$ cat src/rtl/fet_pkg.sv
package fet_pkg;
  localparam int CHAN_W  = 4;
  localparam int CH_BASE = 4;
  localparam int NUM_CH  = 12;
  localparam int REG_W   = 32;
  localparam int USED_W  = 2 * NUM_CH;

  typedef struct packed {
    logic [NUM_CH-1:0] syncSet;
    logic [NUM_CH-1:0] levelSet;
  } errStrobes_t;
endpackage

$ cat src/rtl/fet_ctrl.sv
module fet_ctrl
  import fet_pkg::*;
(
  input  logic              clk,
  input  logic              rstN,
  input  logic              fsValid,
  input  logic [CHAN_W-1:0] fsChan,
  input  logic              feValid,
  input  logic [CHAN_W-1:0] feChan,
  input  logic              crcErrValid,
  input  logic [CHAN_W-1:0] crcErrChan,
  output errStrobes_t       strobes
);
  logic [NUM_CH-1:0] inFrame;
  logic [NUM_CH-1:0] crcSeen;

  for (genvar i = 0; i < NUM_CH; i++) begin : g_chan
    localparam logic [CHAN_W-1:0] ChId = CHAN_W'(CH_BASE + i);
    logic fsHit, feHit, crcHit;

    assign fsHit  = fsValid && (fsChan == ChId);
    assign feHit  = feValid && (feChan == ChId);
    assign crcHit = crcErrValid && (crcErrChan == ChId) && inFrame[i];

    assign strobes.syncSet[i]  = feHit && !inFrame[i];
    assign strobes.levelSet[i] = feHit && inFrame[i] && (crcSeen[i] || crcHit);

    always_ff @(posedge clk or negedge rstN) begin
      if (!rstN) begin
        inFrame[i] <= 1'b0;
        crcSeen[i] <= 1'b0;
      end else begin
        if (fsHit)      inFrame[i] <= 1'b1;
        else if (feHit) inFrame[i] <= 1'b0;
        if (fsHit)       crcSeen[i] <= 1'b0;
        else if (crcHit) crcSeen[i] <= 1'b1;
      end
    end
  end


  sync_onehot_chk: assert property (@(posedge clk) disable iff (!rstN)
    $onehot0(strobes.syncSet | strobes.levelSet));


  level_needs_fe_chk: assert property (@(posedge clk) disable iff (!rstN)
    (strobes.levelSet != '0) |-> feValid);


  fe_closes_chk: assert property (@(posedge clk) disable iff (!rstN)
    ((strobes.levelSet != '0) && !fsValid) |=> ((inFrame & $past(strobes.levelSet)) == '0));
endmodule

$ cat src/rtl/fet_dp.sv
module fet_dp
  import fet_pkg::*;
(
  input  logic             clk,
  input  logic             rstN,
  input  errStrobes_t      strobes,
  input  logic             wrEn,
  input  logic [REG_W-1:0] wrData,
  output logic [REG_W-1:0] status
);
  logic [USED_W-1:0] setVec;
  logic [USED_W-1:0] clrVec;
  logic [USED_W-1:0] bits;

  for (genvar i = 0; i < NUM_CH; i++) begin : g_map
    assign setVec[2*i+1] = strobes.syncSet[i];
    assign setVec[2*i]   = strobes.levelSet[i];
  end

  assign clrVec = wrEn ? wrData[USED_W-1:0] : '0;

  always_ff @(posedge clk or negedge rstN) begin
    if (!rstN) bits <= '0;
    else       bits <= setVec | (bits & ~clrVec);
  end

  assign status = {{(REG_W-USED_W){1'b0}}, bits};


  hold_chk: assert property (@(posedge clk) disable iff (!rstN)
    (!wrEn && (setVec == '0)) |=> $stable(status));


  clear_chk: assert property (@(posedge clk) disable iff (!rstN)
    (wrEn && (setVec == '0)) |=> ((status[USED_W-1:0] & $past(wrData[USED_W-1:0])) == '0));


  set_wins_chk: assert property (@(posedge clk) disable iff (!rstN)
    (setVec != '0) |=> ((status[USED_W-1:0] & $past(setVec)) == $past(setVec)));


  reserved_zero_chk: assert property (@(posedge clk) disable iff (!rstN)
    status[REG_W-1:USED_W] == '0);
endmodule

$ cat src/rtl/frame_err_tracker.sv
module frame_err_tracker
  import fet_pkg::*;
(
  input  logic              clk,
  input  logic              rstN,
  input  logic              fsValid,
  input  logic [CHAN_W-1:0] fsChan,
  input  logic              feValid,
  input  logic [CHAN_W-1:0] feChan,
  input  logic              crcErrValid,
  input  logic [CHAN_W-1:0] crcErrChan,
  input  logic              wrEn,
  input  logic [REG_W-1:0]  wrData,
  output logic [REG_W-1:0]  status
);
  errStrobes_t strobes;

  fet_ctrl u_ctrl (
    .clk(clk), .rstN(rstN),
    .fsValid(fsValid), .fsChan(fsChan),
    .feValid(feValid), .feChan(feChan),
    .crcErrValid(crcErrValid), .crcErrChan(crcErrChan),
    .strobes(strobes)
  );

  fet_dp u_dp (
    .clk(clk), .rstN(rstN),
    .strobes(strobes),
    .wrEn(wrEn), .wrData(wrData),
    .status(status)
  );
endmodule

$ cat config.mk
export PLATFORM = sky130hd
export DESIGN_NAME = frame_err_tracker
export DESIGN_NICKNAME = d
export VERILOG_FILES = /design/src/rtl/fet_pkg.sv /design/src/rtl/fet_ctrl.sv /design/src/rtl/fet_dp.sv /design/src/rtl/frame_err_tracker.sv
export SDC_FILE = /design/constraint.sdc
export NUM_CORES = 1
export LEC_CHECK = 0
export BUFFER_PORTS_ARGS = -buffer_cell sky130_fd_sc_hd__clkbuf_2
export CAP_MARGIN = 0
export CORE_UTILIZATION = 49
export CTS_CLUSTER_DIAMETER = 150
export CTS_CLUSTER_SIZE = 12
export DETAILED_ROUTE_END_ITERATION = 8
export HOLD_SLACK_MARGIN = 0.08
export PLACE_DENSITY = 0.77
export SLEW_MARGIN = 5
export SYNTH_ARGS = -nofsm -noshare
export SYNTH_HDL_FRONTEND = slang
export SYNTH_SLANG_ARGS = --single-unit
$ cat constraint.sdc
create_clock -name clk -period 0.84 [get_ports clk]
set_input_delay 0.168 -clock clk [delete_from_list [all_inputs] [get_ports clk]]
set_output_delay 0.168 -clock clk [all_outputs]
set_load 0.01 [all_outputs]
Word-level counts from Yosys, hierarchy flattened
Cells that the tools add are included.
W data, S select, Z words.
{"block": "classes", "n_eq_ne": 36, "n_reduce_logical": 132, "n_mux": 49, "bitwise_logic": 3}
{"cell": "$eq A4 B4 Y1 const B", "n": 24}
{"cell": "$logic_and A1 B1 Y1", "n": 84}
{"cell": "$eq A4 B3 Y1 const B", "n": 12}
{"cell": "$mux W1", "n": 48}
{"cell": "$reduce_bool A2 Y1", "n": 24}
{"cell": "$and A24 B24 Y24", "n": 1}
{"cell": "$mux W24", "n": 1}
{"cell": "$not A24 Y24", "n": 1}
{"cell": "$or A24 B24 Y24", "n": 1}
{"cell": "$logic_not A1 Y1", "n": 12}
{"cell": "$logic_or A1 B1 Y1", "n": 12}
{"block": "word_totals", "reg_bits": 48}

Depth between registers and ports, before layout
{"block": "logic_depth", "depth_word": 6, "ltp_mapped": 4, "ltp_nobuf": 3}

Cells and area by module
A second synthesis with hierarchy kept.
{"block": "hier_totals", "cells_unflattened": 230, "area_unflattened_um2": 2312.2}
{"mod": "fet_ctrl", "area_per_inst_um2": 1355.0, "seq_area_each_um2": 600.6, "n_inst": 1, "cells_per_inst": 147}
{"mod": "fet_dp", "area_per_inst_um2": 957.2, "seq_area_each_um2": 600.6, "n_inst": 1, "cells_per_inst": 83}

Worst setup path after synthesis
OpenSTA, ideal clock, no wires.
{"block": "synth_timing", "path_type": "input-to-reg", "startpoint": "input feChan[0]", "endpoint": "register u_ctrl.inFrame[9]", "path_stages": 4, "slack_ps": -27, "t_arrival_ps": 749, "path_buffers": 1, "setup_ps": 118, "cell_sequence": "buf_4 > nor2b_4 > nand2_1 > a21o_1"}
{"block": "synth_via", "elab_chain_cells": 3}
{"item": "from (decl)", "line": "frame_err_tracker.sv:9", "source": "input logic [CHAN_W-1:0] feChan,"}
{"item": "$eq A4 B4 Y1", "line": "fet_ctrl.sv:22", "source": "assign feHit = feValid && (feChan == ChId);"}
{"item": "$logic_and A1 B1 Y1", "line": "fet_ctrl.sv:22"}
{"item": "$reduce_bool A2 Y1 (no source line)"}
{"item": "to (signal, indexed assignment)", "line": "fet_ctrl.sv:30", "source": "inFrame[i] <= 1'b0;"}
{"item": "to (signal, indexed assignment)", "line": "fet_ctrl.sv:33", "source": "if (fsHit) inFrame[i] <= 1'b1;"}
{"item": "to (signal, indexed assignment)", "line": "fet_ctrl.sv:34", "source": "else if (feHit) inFrame[i] <= 1'b0;"}
{"item": "to (decl)", "line": "fet_ctrl.sv:14", "source": "logic [NUM_CH-1:0] inFrame;"}
No other way between the ends.
A chain may end at the register's enable or synchronous reset.

Worst setup path in the final report
{"block": "layout_timing", "startpoint": "register u_dp.bits[19]", "endpoint": "output status[19]"}
{"item": "from (decl)", "line": "fet_dp.sv:13", "source": "logic [USED_W-1:0] bits;"}
{"item": "from (signal assigned)", "line": "fet_dp.sv:24", "source": "else bits <= setVec | (bits & ~clrVec);"}
{"item": "to (decl)", "line": "frame_err_tracker.sv:14", "source": "output logic [REG_W-1:0] status"}
No word-level cell between the ends.

==> reports/summary.txt <==
Hold WC Path Type -> input pin to flip-flop
Syn-to-layout area delta -> 27.49%
Final HPWL DP -> 3.747 mm
P per Cell Area -> 1868 mW/mm^2
DR DRC count -> 0
sequential-to-total area share from yosys stat -> 53.42%
Clock Tree Buf Depth -> 2
Hold Path Depth -> 4
Min Hold Slack -> 114.3 ps
period utilization -> 121.4%
WS Path Type -> flip-flop to output pin
peak supply drop -> 1.334 mV
CP bufs+invs -> 1
Yosys warnings -> 0
ranking of synthesized cells by area -> dfrtp_1 53%, nand2_1 9.7%, buf_4 4.3%, a21o_1 4.0%, o21ai_1 3.8%
share of synthesized registers carrying an async set or reset -> 100.0%
failing checks -> setup timing
clock latency on the worst-skew pair -> 300 ps
Crit path max-delay family -> flip-flops
GRT Util Overall -> 22.31%
Synth Instances -> 244
largest net degree at the start of global routing -> 49
final count of pins violating max slew -> 0
global route total overflow -> 0
CP max stage cell -> dfrtp_1
Vias/cell -> 5.389
layout cell share with drive strength beyond 1 -> 31.90%
initial antenna violation count -> 0
synth cell count leaders -> 58 x nand2_1, 48 x dfrtp_1, 21 x nor2_1
# port buffers -> 65
synthesized cell area -> 0.002248 sq mm
CP Cell Sequence -> buf_2
FMAX -> 980.9 MHz
Routability Congestion -> 0.8044
syn_area_per_cell -> 9.215 sq um
First-pass DRT Iterations -> 4
most frequent cell after synthesis -> nand2_1
Site Rows -> 24
DIE AREA -> 0.004864 sq mm
number of global-route vias before repair -> 1893
clock tree skew after final layout -> 1.858 ps
Yosys top cell area share -> 53.42%
WL/cell -> 13.61 microns
Final min period -> 1019 ps
core area -> 0.004384 sq mm
max_cap viols -> 0
IO Pins -> 82
setup TNS -> -3502 ps
status -> complete, but fails checks
Worst Path Required -> 670 ps
Crit. End Element -> output pin
crit path DAT -> 850 ps
largest fanout on the critical path -> 2
unrepaired setup endpoints after global routing -> yes
Die Span X -> 69.74 microns
Die Height -> 69.74 microns
slowest stage delay, CP -> 400 ps
CP Launch Type -> flip-flop
clk sink count -> 48
Synth area leader -> dfrtp_1
Levels on crit path -> 1
DRT iter0 DRCs -> 142
final core utilization -> 65.38%
first-pass GRT wire length -> 8.542 mm
ys flop type -> dfrtp_1
EDFF count, synth -> 0
Reg2Reg Depth -> 2
Clk pin slew, worst setup/hold paths -> 80 ps
final setup fails -> 24
routed wire length -> 5.145 mm
CTS tree -> built
Final Hold Fails -> 0
Root Buffer -> clkbuf_8
Final ANT Viol Nets -> 0
Via Count -> 2037
starting density of the core -> 51.28%
static leakage -> 0.001481 uW
final net count -> 376
Yosys reg bits -> 48
H-tree depth -> 2
Netlist cell types -> 27
setup ws final -> -179.5 ps
total CTS buffers -> 5
# diodes -> 0
## stage by stage
stage          area (sq um)  power, uW  std cells  setup slack (ps)
2_1_floorplan          2290       3464        251            -10.33
3_3_place_gp           2675       3801        361            -270.3
3_5_place_dp           2675       3852        361            -316.5
4_1_cts                2791       5318        370            -169.9
5_1_grt                2867       5601        378            -205.0
6_report               2867       5353        378            -179.5
## layout by cell type, fill, tap and decap left out, types with 3 or more instances in the layout
master	netlist	layout
and3b_2	2	3
nand2_1	58	58
o21ai_0	7	7
clkbuf_2	0	63
conb_1	1	8
buf_4	13	16
a21oi_1	10	10
a31oi_1	12	12
nor2_1	21	21
nand4_1	3	3
nor3_1	3	3
buf_12	0	4
nand3_1	13	13
o21ai_1	17	17
a21o_1	12	12
clkbuf_8	0	7
dfrtp_1	48	48
## layer usage
layer	vias to the layer above	GRT usage (%)	wire, microns	share of wire (%)
met1	957	28.89	2214	43
li1	989	-	-	-
met5	-	0	0	0
met3	9	5.669	360	7.0
met2	82	36.68	2481	48
met4	0	7.556	88	1.7
## report_power, final
part,total (uW),internal [uW],switching [uW]
clock network,1490,734,760
logic,960,468,492
registers,2900,2650,253
## state kept, by name (all words and copies together) (netlist names)
signal and flops:
u_ctrl.crcSeen 12, u_ctrl.inFrame 12, u_dp.bits 24
## final timing paths
path	startpoint	to	slack, ps
worst max-delay path	u_dp.bits[19]$_DFF_PN0_	status[19]	-180
worst min-delay path	wrData[10]	u_dp.bits[10]$_DFF_PN0_	110
worst max register to register	u_ctrl.inFrame[1]$_DFFE_PN0P_	u_ctrl.crcSeen[1]$_DFFE_PN0P_	50
worst min register to register	u_dp.bits[0]$_DFF_PN0_	u_dp.bits[0]$_DFF_PN0_	490
max in group asynchronous	rstN	u_dp.bits[2]$_DFF_PN0_	250
min in group asynchronous	rstN	u_ctrl.inFrame[0]$_DFFE_PN0P_	370
## area by class of cell
cell class | count | area (sq um)
clock buffers | 7 | 96.34
fillers | 379 | 1518
flip-flops and latches | 48 | 1201
multi-input cells | 185 | 962.2
repair buffers | 86 | 541.8
well taps | 52 | 65.06
## cell families (layout without fill, tap and decap cells)
group           Yosys count  in the layout  share of synthesized area (%)
compound gates           60             60                          15.69
buf+inv                  18             93                          5.453
other cells               1              8                         0.1668
flops                    48             48                          53.42
simple gates            117            117                          25.27
## timing repair
item | 4_1_cts | 5_1_grt
hold endpoints to repair | 48 | 0
pin swaps | 0 | 0
buffers inserted | 1 | 8
setup endpoints to repair | 25 | 28
hold buffers | 1 | 0
resized for setup | 1 | 5
## worst min-delay path, delay by kind of cell
family / cells / cell delay, ps
AOI/OAI and AO/OA: 1 / 50
buffers and inverters: 1 / 70
and+or+nand+nor: 2 / 90
(Power assumes the default switching activity.)
